File: config.mk
export PLATFORM = sky130hd
export DESIGN_NAME = strobe_in_port
export DESIGN_NICKNAME = d
export VERILOG_FILES = /design/src/rtl/sip_pkg.sv /design/src/rtl/sip_sync_edge.sv /design/src/rtl/sip_ctrl.sv /design/src/rtl/sip_datapath.sv /design/src/rtl/strobe_in_port.sv
export SDC_FILE = /design/constraint.sdc
export NUM_CORES = 1
export LEC_CHECK = 0
export BUFFER_PORTS_ARGS = -buffer_cell sky130_fd_sc_hd__buf_2
export CAP_MARGIN = 0
export CELL_PAD_IN_SITES_DETAIL_PLACEMENT = 1
export CELL_PAD_IN_SITES_GLOBAL_PLACEMENT = 1
export CORE_ASPECT_RATIO = 1.1
export CORE_UTILIZATION = 32
export CTS_CLUSTER_SIZE = 10
export DETAILED_ROUTE_END_ITERATION = 8
export GPL_TIMING_DRIVEN = 0
export HOLD_SLACK_MARGIN = 0.06
export PLACE_DENSITY = 0.86
export SYNTH_ARGS = -nofsm -noshare
export SYNTH_HDL_FRONTEND = slang
export SYNTH_SLANG_ARGS = --single-unit
export TNS_END_PERCENT = 50
File: constraint.sdc
create_clock -name clk -period 2.2 [get_ports clk]
set_input_delay 0.11 -clock clk [delete_from_list [all_inputs] [get_ports clk]]
set_output_delay 0.11 -clock clk [all_outputs]
set_load 0.03 [all_outputs]
File: src/rtl/sip_pkg.sv
package sip_pkg;
  typedef struct packed {
    logic loadData;
    logic setFull;
    logic clrFull;
    logic setIntr;
    logic clrIntr;
    logic writeInte;
    logic inteVal;
  } sipCtrl_t;
endpackage

File: src/rtl/sip_sync_edge.sv
module sip_sync_edge #(
  parameter int STAGES = 2
) (
  input  logic clk,
  input  logic rstN,
  input  logic asyncIn,
  output logic fallPulse,
  output logic risePulse
);
  logic [STAGES-1:0] chain;
  logic prevQ;

  generate
    for (genvar i = 0; i < STAGES; i++) begin : g_stage
      always_ff @(posedge clk or negedge rstN) begin
        if (!rstN) chain[i] <= 1'b1;
        else if (i == 0) chain[i] <= asyncIn;
        else chain[i] <= chain[(i == 0) ? 0 : i-1];
      end
    end
  endgenerate

  always_ff @(posedge clk or negedge rstN) begin
    if (!rstN) prevQ <= 1'b1;
    else prevQ <= chain[STAGES-1];
  end

  assign fallPulse = prevQ & ~chain[STAGES-1];
  assign risePulse = ~prevQ & chain[STAGES-1];
endmodule

File: src/rtl/sip_ctrl.sv
module sip_ctrl
  import sip_pkg::*;
#(
  parameter int INTE_IDX = 4
) (
  input  logic       strobeFall,
  input  logic       strobeRise,
  input  logic       readFall,
  input  logic       readRise,
  input  logic       cmdWrite,
  input  logic [7:0] cmdData,
  input  logic       fullQ,
  input  logic       inteQ,
  output sipCtrl_t   ctl
);
  localparam logic [2:0] INTE_SEL = 3'(INTE_IDX);

  logic inteHit;
  logic inteDrop;

  always_comb begin
    inteHit  = cmdWrite & ~cmdData[7] & (cmdData[3:1] == INTE_SEL);
    inteDrop = inteHit & ~cmdData[0];
    ctl.loadData  = strobeFall;
    ctl.setFull   = strobeFall;
    ctl.clrFull   = readRise;
    ctl.setIntr   = strobeRise & fullQ & inteQ & ~inteDrop;
    ctl.clrIntr   = readFall | inteDrop;
    ctl.writeInte = inteHit;
    ctl.inteVal   = cmdData[0];
  end
endmodule

File: src/rtl/sip_datapath.sv
module sip_datapath
  import sip_pkg::*;
#(
  parameter int DATA_W   = 8,
  parameter int PC_W     = 8,
  parameter int IBF_IDX  = 5,
  parameter int INTR_IDX = 3
) (
  input  logic              clk,
  input  logic              rstN,
  input  sipCtrl_t          ctl,
  input  logic [DATA_W-1:0] portIn,
  output logic [DATA_W-1:0] dataQ,
  output logic              fullQ,
  output logic              intrQ,
  output logic              inteQ,
  output logic [PC_W-1:0]   pcLines,
  output logic [PC_W-1:0]   pcDriveEn
);
  always_ff @(posedge clk or negedge rstN) begin
    if (!rstN) begin
      dataQ <= '0;
      fullQ <= 1'b0;
      intrQ <= 1'b0;
      inteQ <= 1'b0;
    end else begin
      if (ctl.loadData) dataQ <= portIn;
      if (ctl.setFull) fullQ <= 1'b1;
      else if (ctl.clrFull) fullQ <= 1'b0;
      if (ctl.setIntr) intrQ <= 1'b1;
      else if (ctl.clrIntr) intrQ <= 1'b0;
      if (ctl.writeInte) inteQ <= ctl.inteVal;
    end
  end

  generate
    for (genvar i = 0; i < PC_W; i++) begin : g_pc
      if (i == IBF_IDX) begin : g_ibf
        assign pcLines[i]   = fullQ;
        assign pcDriveEn[i] = 1'b1;
      end else if (i == INTR_IDX) begin : g_intr
        assign pcLines[i]   = intrQ;
        assign pcDriveEn[i] = 1'b1;
      end else begin : g_idle
        assign pcLines[i]   = 1'b0;
        assign pcDriveEn[i] = 1'b0;
      end
    end
  endgenerate
endmodule

File: src/rtl/strobe_in_port.sv
module strobe_in_port
  import sip_pkg::*;
#(
  parameter int DATA_W      = 8,
  parameter int SYNC_STAGES = 2,
  parameter int PORT_SEL    = 0
) (
  input  logic              clk,
  input  logic              rstN,
  input  logic [DATA_W-1:0] portIn,
  input  logic              strobeN,
  input  logic              readN,
  input  logic              cmdWrite,
  input  logic [7:0]        cmdData,
  output logic [DATA_W-1:0] readData,
  output logic              bufFull,
  output logic              intReq,
  output logic [7:0]        pcLines,
  output logic [7:0]        pcDriveEn
);
  localparam int IBF_IDX  = (PORT_SEL == 0) ? 5 : 1;
  localparam int INTR_IDX = (PORT_SEL == 0) ? 3 : 0;
  localparam int INTE_IDX = (PORT_SEL == 0) ? 4 : 2;

  logic strobeFall, strobeRise, readFall, readRise;
  logic inteState;
  sipCtrl_t ctl;

  sip_sync_edge #(.STAGES(SYNC_STAGES)) u_strobeSync (
    .clk(clk), .rstN(rstN), .asyncIn(strobeN),
    .fallPulse(strobeFall), .risePulse(strobeRise)
  );

  sip_sync_edge #(.STAGES(SYNC_STAGES)) u_readSync (
    .clk(clk), .rstN(rstN), .asyncIn(readN),
    .fallPulse(readFall), .risePulse(readRise)
  );

  sip_ctrl #(.INTE_IDX(INTE_IDX)) u_ctrl (
    .strobeFall(strobeFall), .strobeRise(strobeRise),
    .readFall(readFall), .readRise(readRise),
    .cmdWrite(cmdWrite), .cmdData(cmdData),
    .fullQ(bufFull), .inteQ(inteState), .ctl(ctl)
  );

  sip_datapath #(
    .DATA_W(DATA_W), .PC_W(8), .IBF_IDX(IBF_IDX), .INTR_IDX(INTR_IDX)
  ) u_dp (
    .clk(clk), .rstN(rstN), .ctl(ctl), .portIn(portIn),
    .dataQ(readData), .fullQ(bufFull), .intrQ(intReq), .inteQ(inteState),
    .pcLines(pcLines), .pcDriveEn(pcDriveEn)
  );
endmodule

==> Word level (Yosys, flattened, before mapping) <==
Cells that the tools add are included.
Widths: inputs -> output; s select.
{ "op_classes": {"eq_ne": 1, "muxes": 4, "bitwise_logic": 18, "n_reduce_logical": 2} }
{ "ops": {"columns": ["operator", "n"], "rows": [
  ["$and 1x1->1", 10],
  ["$not 1->1", 7],
  ["$mux 1", 4],
  ["$reduce_bool 2->1", 2],
  ["$eq 3x3->1 const B", 1],
  ["$or 1x1->1", 1]
]} }
{ "word_totals": {"reg_bits": 17, "inputBits": 21, "output_inout_bits": 26, "wordCells": 35} }

==> Longest topological paths before layout <==
{ "logic_depth": {"ltp_word": 7, "ltp_mapped": 3, "mapped_depth_nobuf": 3} }

==> By module <==
A second synthesis with hierarchy kept.
{ "hier_totals": {"hier_cells": 64, "hier_area_um2": 848.3} }
{ "modules_own_cells": {"columns": ["mod", "instances", "cells_per_inst", "area_each_um2"], "rows": [
  ["sip_datapath", 1, 43, 568.0],
  ["sip_sync_edge", 2, 5, 93.8],
  ["sip_ctrl", 1, 11, 92.6]
]} }

==> Least setup slack after synthesis <==
No wires, ideal clock.
{ "synth_path": {"path_kind": "register to register", "from": "register u_strobeSync.prevQ", "to": "register u_dp.dataQ[0]", "setup_time_ns": 0.125, "t_arrival_ns": 1.126, "setup_slack_ns": 0.949, "stages_incl_launch_ff": 4, "path_buffers": 1, "cell_sequence": "dfstp_2 > nor2b_1 > buf_2 > mux2_2"} }
{ "synth_via": {"elab_chain_len": 1} }
{ "synth_lines": {"columns": ["item", "line", "rtl"], "rows": [
  ["start: declaration", "sip_sync_edge.sv:11", "logic prevQ;"],
  ["start signal: assignment", "sip_sync_edge.sv:25", "else prevQ <= chain[STAGES-1];"],
  ["$and 1x1->1", "sip_sync_edge.sv:28", "assign fallPulse = prevQ & ~chain[STAGES-1];"],
  ["end signal: assignment", "sip_datapath.sv:27", "if (ctl.loadData) dataQ <= portIn;"],
  ["end: declaration", "sip_datapath.sv:13", "output logic [DATA_W-1:0] dataQ,"]
]} }
Every way passes these cells.
A chain may end at the register's enable or synchronous reset.

==> Worst setup path after layout <==
{ "layout_path": {"from": "register u_strobeSync.prevQ", "to": "register u_dp.dataQ[4]"} }
The elaborated chain is that of the path after synthesis.

==> metrics.md <==
| Metric | Value |
|---|---|
| Status | `finished, final reports clean` |
| Share of the synthesized area in the top cell type | `37.54%` |
| Logic pwr share | `30.9%` |
| Initial Utilization | `35.17%` |
| Setup repair bufs after CTS | `0` |
| P_int | `521.3 uW` |
| Final period utilization | `62.20%` |
| GRT Max-Usage Layer | `met2` |
| R2r setup slk | `0.83 ns` |
| Cts bufs inserted | `3` |
| Via/cell ratio | `3.978` |
| GRT overflow | `0` |
| Row cnt | `17` |
| Critical path's slowest cell | `dfstp_2` |
| Met3 Track Usage GR | `3.793%` |
| Grt met1 use | `14.96%` |
| Final Setup Violations | `0` |
| Sequential cell area fraction in the yosys report | `59.04%` |
| Area growth syn-to-layout | `47.95%` |
| Port-buffer cells | `29` |
| CTS tree | `yes` |
| Count of different cell masters after synthesis | `15` |
| Hold_ws | `0.07203 ns` |
| Reg power frac | `48.2%` |
| Clk buf depth | `2` |
| FILL cells | `260` |
| Critical Path Start Type | `register` |
| Largest net degree at the start of global routing | `18` |
| Chip width | `47.64 um` |
| Worst Skew | `0.0008525 ns` |
| DR pass1 iterations | `1` |
| First-pass GRT wire length | `2.670 mm` |
| # DRC | `0` |
| Final Util | `52.04%` |
| Ant diodes | `0` |
| Antenna violations before repair | `0` |
| Worst hold stages | `2` |
| Layout cell share with drive strength beyond 1 | `59.63%` |
| Peak supply drop | `0.5030 mV` |
| Routed Antenna Nets | `0` |
| Worst hold path startpoint | `portIn[1]` |
| Number of global-route vias before repair | `593` |
| Drt wl/cell | `12.35 um` |
| Kind of critical path | `register to register` |
| Final wirelength | `1.692 mm` |
| Die height | `52.21 um` |
| Largest cells by area after synthesis | `dfrtp_1 (38%), dfstp_2 (22%), buf_4 (16%), mux2_2 (12%), mux2_4 (2.0%)` |
| Part of the power in the clock network | `21.0%` |
| Hold EP | `u_dp.dataQ[1]$_DFFE_PN0P_` |
| Maxcap violations | `0` |
| Multi-input gate area | `216.5 sq um` |
| RSZ-0062 raised after global routing | `false` |
| Reg-to-Reg End | `u_dp.dataQ[4]$_DFFE_PN0P_` |
| Pins Over Slew Limit | `0` |
| Slowest stage delay, CP | `0.53 ns` |
| Start of the worst register-to-register path | `u_strobeSync.prevQ$_DFF_PN1_` |
| Synthesized instance count | `54` |
| WP data arrival | `1.55 ns` |
| Mean post-synth cell area | `13.58 sq um` |
| Gr usage total | `16.61%` |
| H-tree depth | `1` |
| Top Ports | `47` |
| Fin. Hold Viols | `0` |
| Core area | `0.002085 sq mm` |
| Yosys warns | `0` |
| DRC violation total after the first TritonRoute iteration | `0` |
| Post-DP HPWL | `1.169 mm` |
| Clock Tree Root | `clkbuf_4` |
| Sink Count | `17` |
| Met2 Use GR | `32.88%` |
| Die ar. | `0.002487 sq mm` |
| Synth area leader | `dfrtp_1` |
| Vias | `545` |
| Tightest Hold Check Type | `input pin to register` |
| Min cycle time layout | `1.368 ns` |
| Total power draw | `782.3 uW` |
| Post-synthesis cell area | `733.2 sq um` |
| PwrDens | `721.2 mW/mm^2` |
| LEAKAGE | `0.0005654 uW` |
| Final GP Congestion | `0.6639` |
| Sequential Area | `432.9 sq um` |
| Clock-pin slew on the worst setup and hold paths | `0.09 ns` |
| Psw | `261.0 uW` |
| Max Clk Rate | `0.7308 GHz` |
| Post-layout nets | `131` |
| Worst-path maximum fanout | `9` |
| Flops & latches, synth | `17` |
| Placed Area | `958.4 sq um` |
| FF-to-FF path depth | `3` |
| Final Cell Area | `0.001085 sq mm` |
| CP endpoint kind | `register` |
| Crit path required time | `2.38 ns` |
| Sw frac | `33.37%` |
| Worst skew pair latency | `0.29 ns` |
| Crit path cell chain | `nor2b_1, buf_2, mux2_2` |
| Setup TNS | `0 ns` |
area by class of cell:
cell class / instances / share of cell area, %
plain buffers: 17 / 11.53
inverters: 1 / 0.3460
clock buffers: 4 / 2.422
repair buffers: 39 / 22.61
multi-input cells: 31 / 19.95
flip-flops and latches: 17 / 39.91
well taps: 28 / 3.230
Yosys cell counts:
cell type	count
inv_1	1
conb_1	2
nor4b_2	1
buf_4	16
a21o_1	1
o21ai_0	1
buf_2	1
nand2_1	2
dfrtp_1	11
nor2b_1	1
mux2_2	8
dfstp_2	6
mux2_4	1
a2bb2oi_1	1
nand4b_1	1
cells by family (layout without fill, tap and decap cells):
kind of cell | Yosys count | after routing | synth area share, %
AO/OA/AOI/OAI | 3 | 3 | 2.901
flip-flops | 17 | 17 | 59.04
AND/OR/NAND/NOR | 5 | 5 | 5.120
buffers and inverters | 18 | 61 | 17.58
multiplexers | 9 | 9 | 14.33
other | 2 | 14 | 1.024
through the flow:
stage / cells / worst slack, ns
final: 137 / 0.8316
after global routing: 137 / 0.7770
after CTS: 137 / 0.8312
after detailed placement: 123 / 0.8497
after global placement: 123 / 0.8787
after floorplan: 66 / 0.9494
state kept, by name, summed over array words and instances, names as in the netlist:
register and flops:
u_dp.dataQ 8, u_dp.fullQ 1, u_dp.inteQ 1, u_dp.intrQ 1, u_readSync.chain 2, u_readSync.prevQ 1, u_strobeSync.chain 2, u_strobeSync.prevQ 1
worst max path at each step:
stage | to | startpoint | slack (ns) | cells past startpoint
after floorplan | u_dp.dataQ[0]$_DFFE_PN0P_ | u_strobeSync.prevQ$_DFF_PN1_ | 0.95 | 3
after global placement | u_dp.dataQ[7]$_DFFE_PN0P_ | u_strobeSync.prevQ$_DFF_PN1_ | 0.88 | 3
after detailed placement | u_dp.dataQ[1]$_DFFE_PN0P_ | u_strobeSync.prevQ$_DFF_PN1_ | 0.85 | 3
after CTS | u_dp.dataQ[1]$_DFFE_PN0P_ | u_strobeSync.prevQ$_DFF_PN1_ | 0.83 | 3
after global routing | u_dp.dataQ[1]$_DFFE_PN0P_ | u_strobeSync.prevQ$_DFF_PN1_ | 0.78 | 3
final | u_dp.dataQ[4]$_DFFE_PN0P_ | u_strobeSync.prevQ$_DFF_PN1_ | 0.83 | 3
power groups by stage:
stage | Sequential (uW) | Clock [uW] | Combinational [uW]
after global placement | 378 | 0 | 220
after detailed placement | 382 | 0 | 226
after global routing | 381 | 183 | 258
after CTS | 377 | 171 | 240
after floorplan | 433 | 0 | 108
final | 377 | 164 | 241
worst max-delay path, delay by kind of cell, from the launching register on:
family,cells,cell delay (ns)
flip-flops,1,0.53
multiplexers,1,0.37
buffers and inverters,1,0.24
AND/OR/NAND/NOR,1,0.13
repair_timing:
item / CTS / global route
hold endpoints to repair: 26 / 0
hold buffers: 10 / 0
gates resized for setup: 0 / 0
routing by layer:
metal | routed length, um | part of all wire [%]
met5 | 0 | 0
met4 | 24 | 1.4
met3 | 108 | 6.4
met2 | 1039 | 61
met1 | 519 | 31
cells in the final DEF, fill, tap and decap left out, drive strengths merged:
cell	netlist	routed
nor4b	1	1
dlygate4sd3	0	10
clkbuf	0	4
nor2b	1	1
buf	17	46
nand2	2	2
a2bb2oi	1	1
dfrtp	11	11
o21ai	1	1
a21o	1	1
mux2	9	9
conb	2	14
nand4b	1	1
dfstp	6	6
inv	1	1
Note: power is estimated with default switching activity, not from simulation.
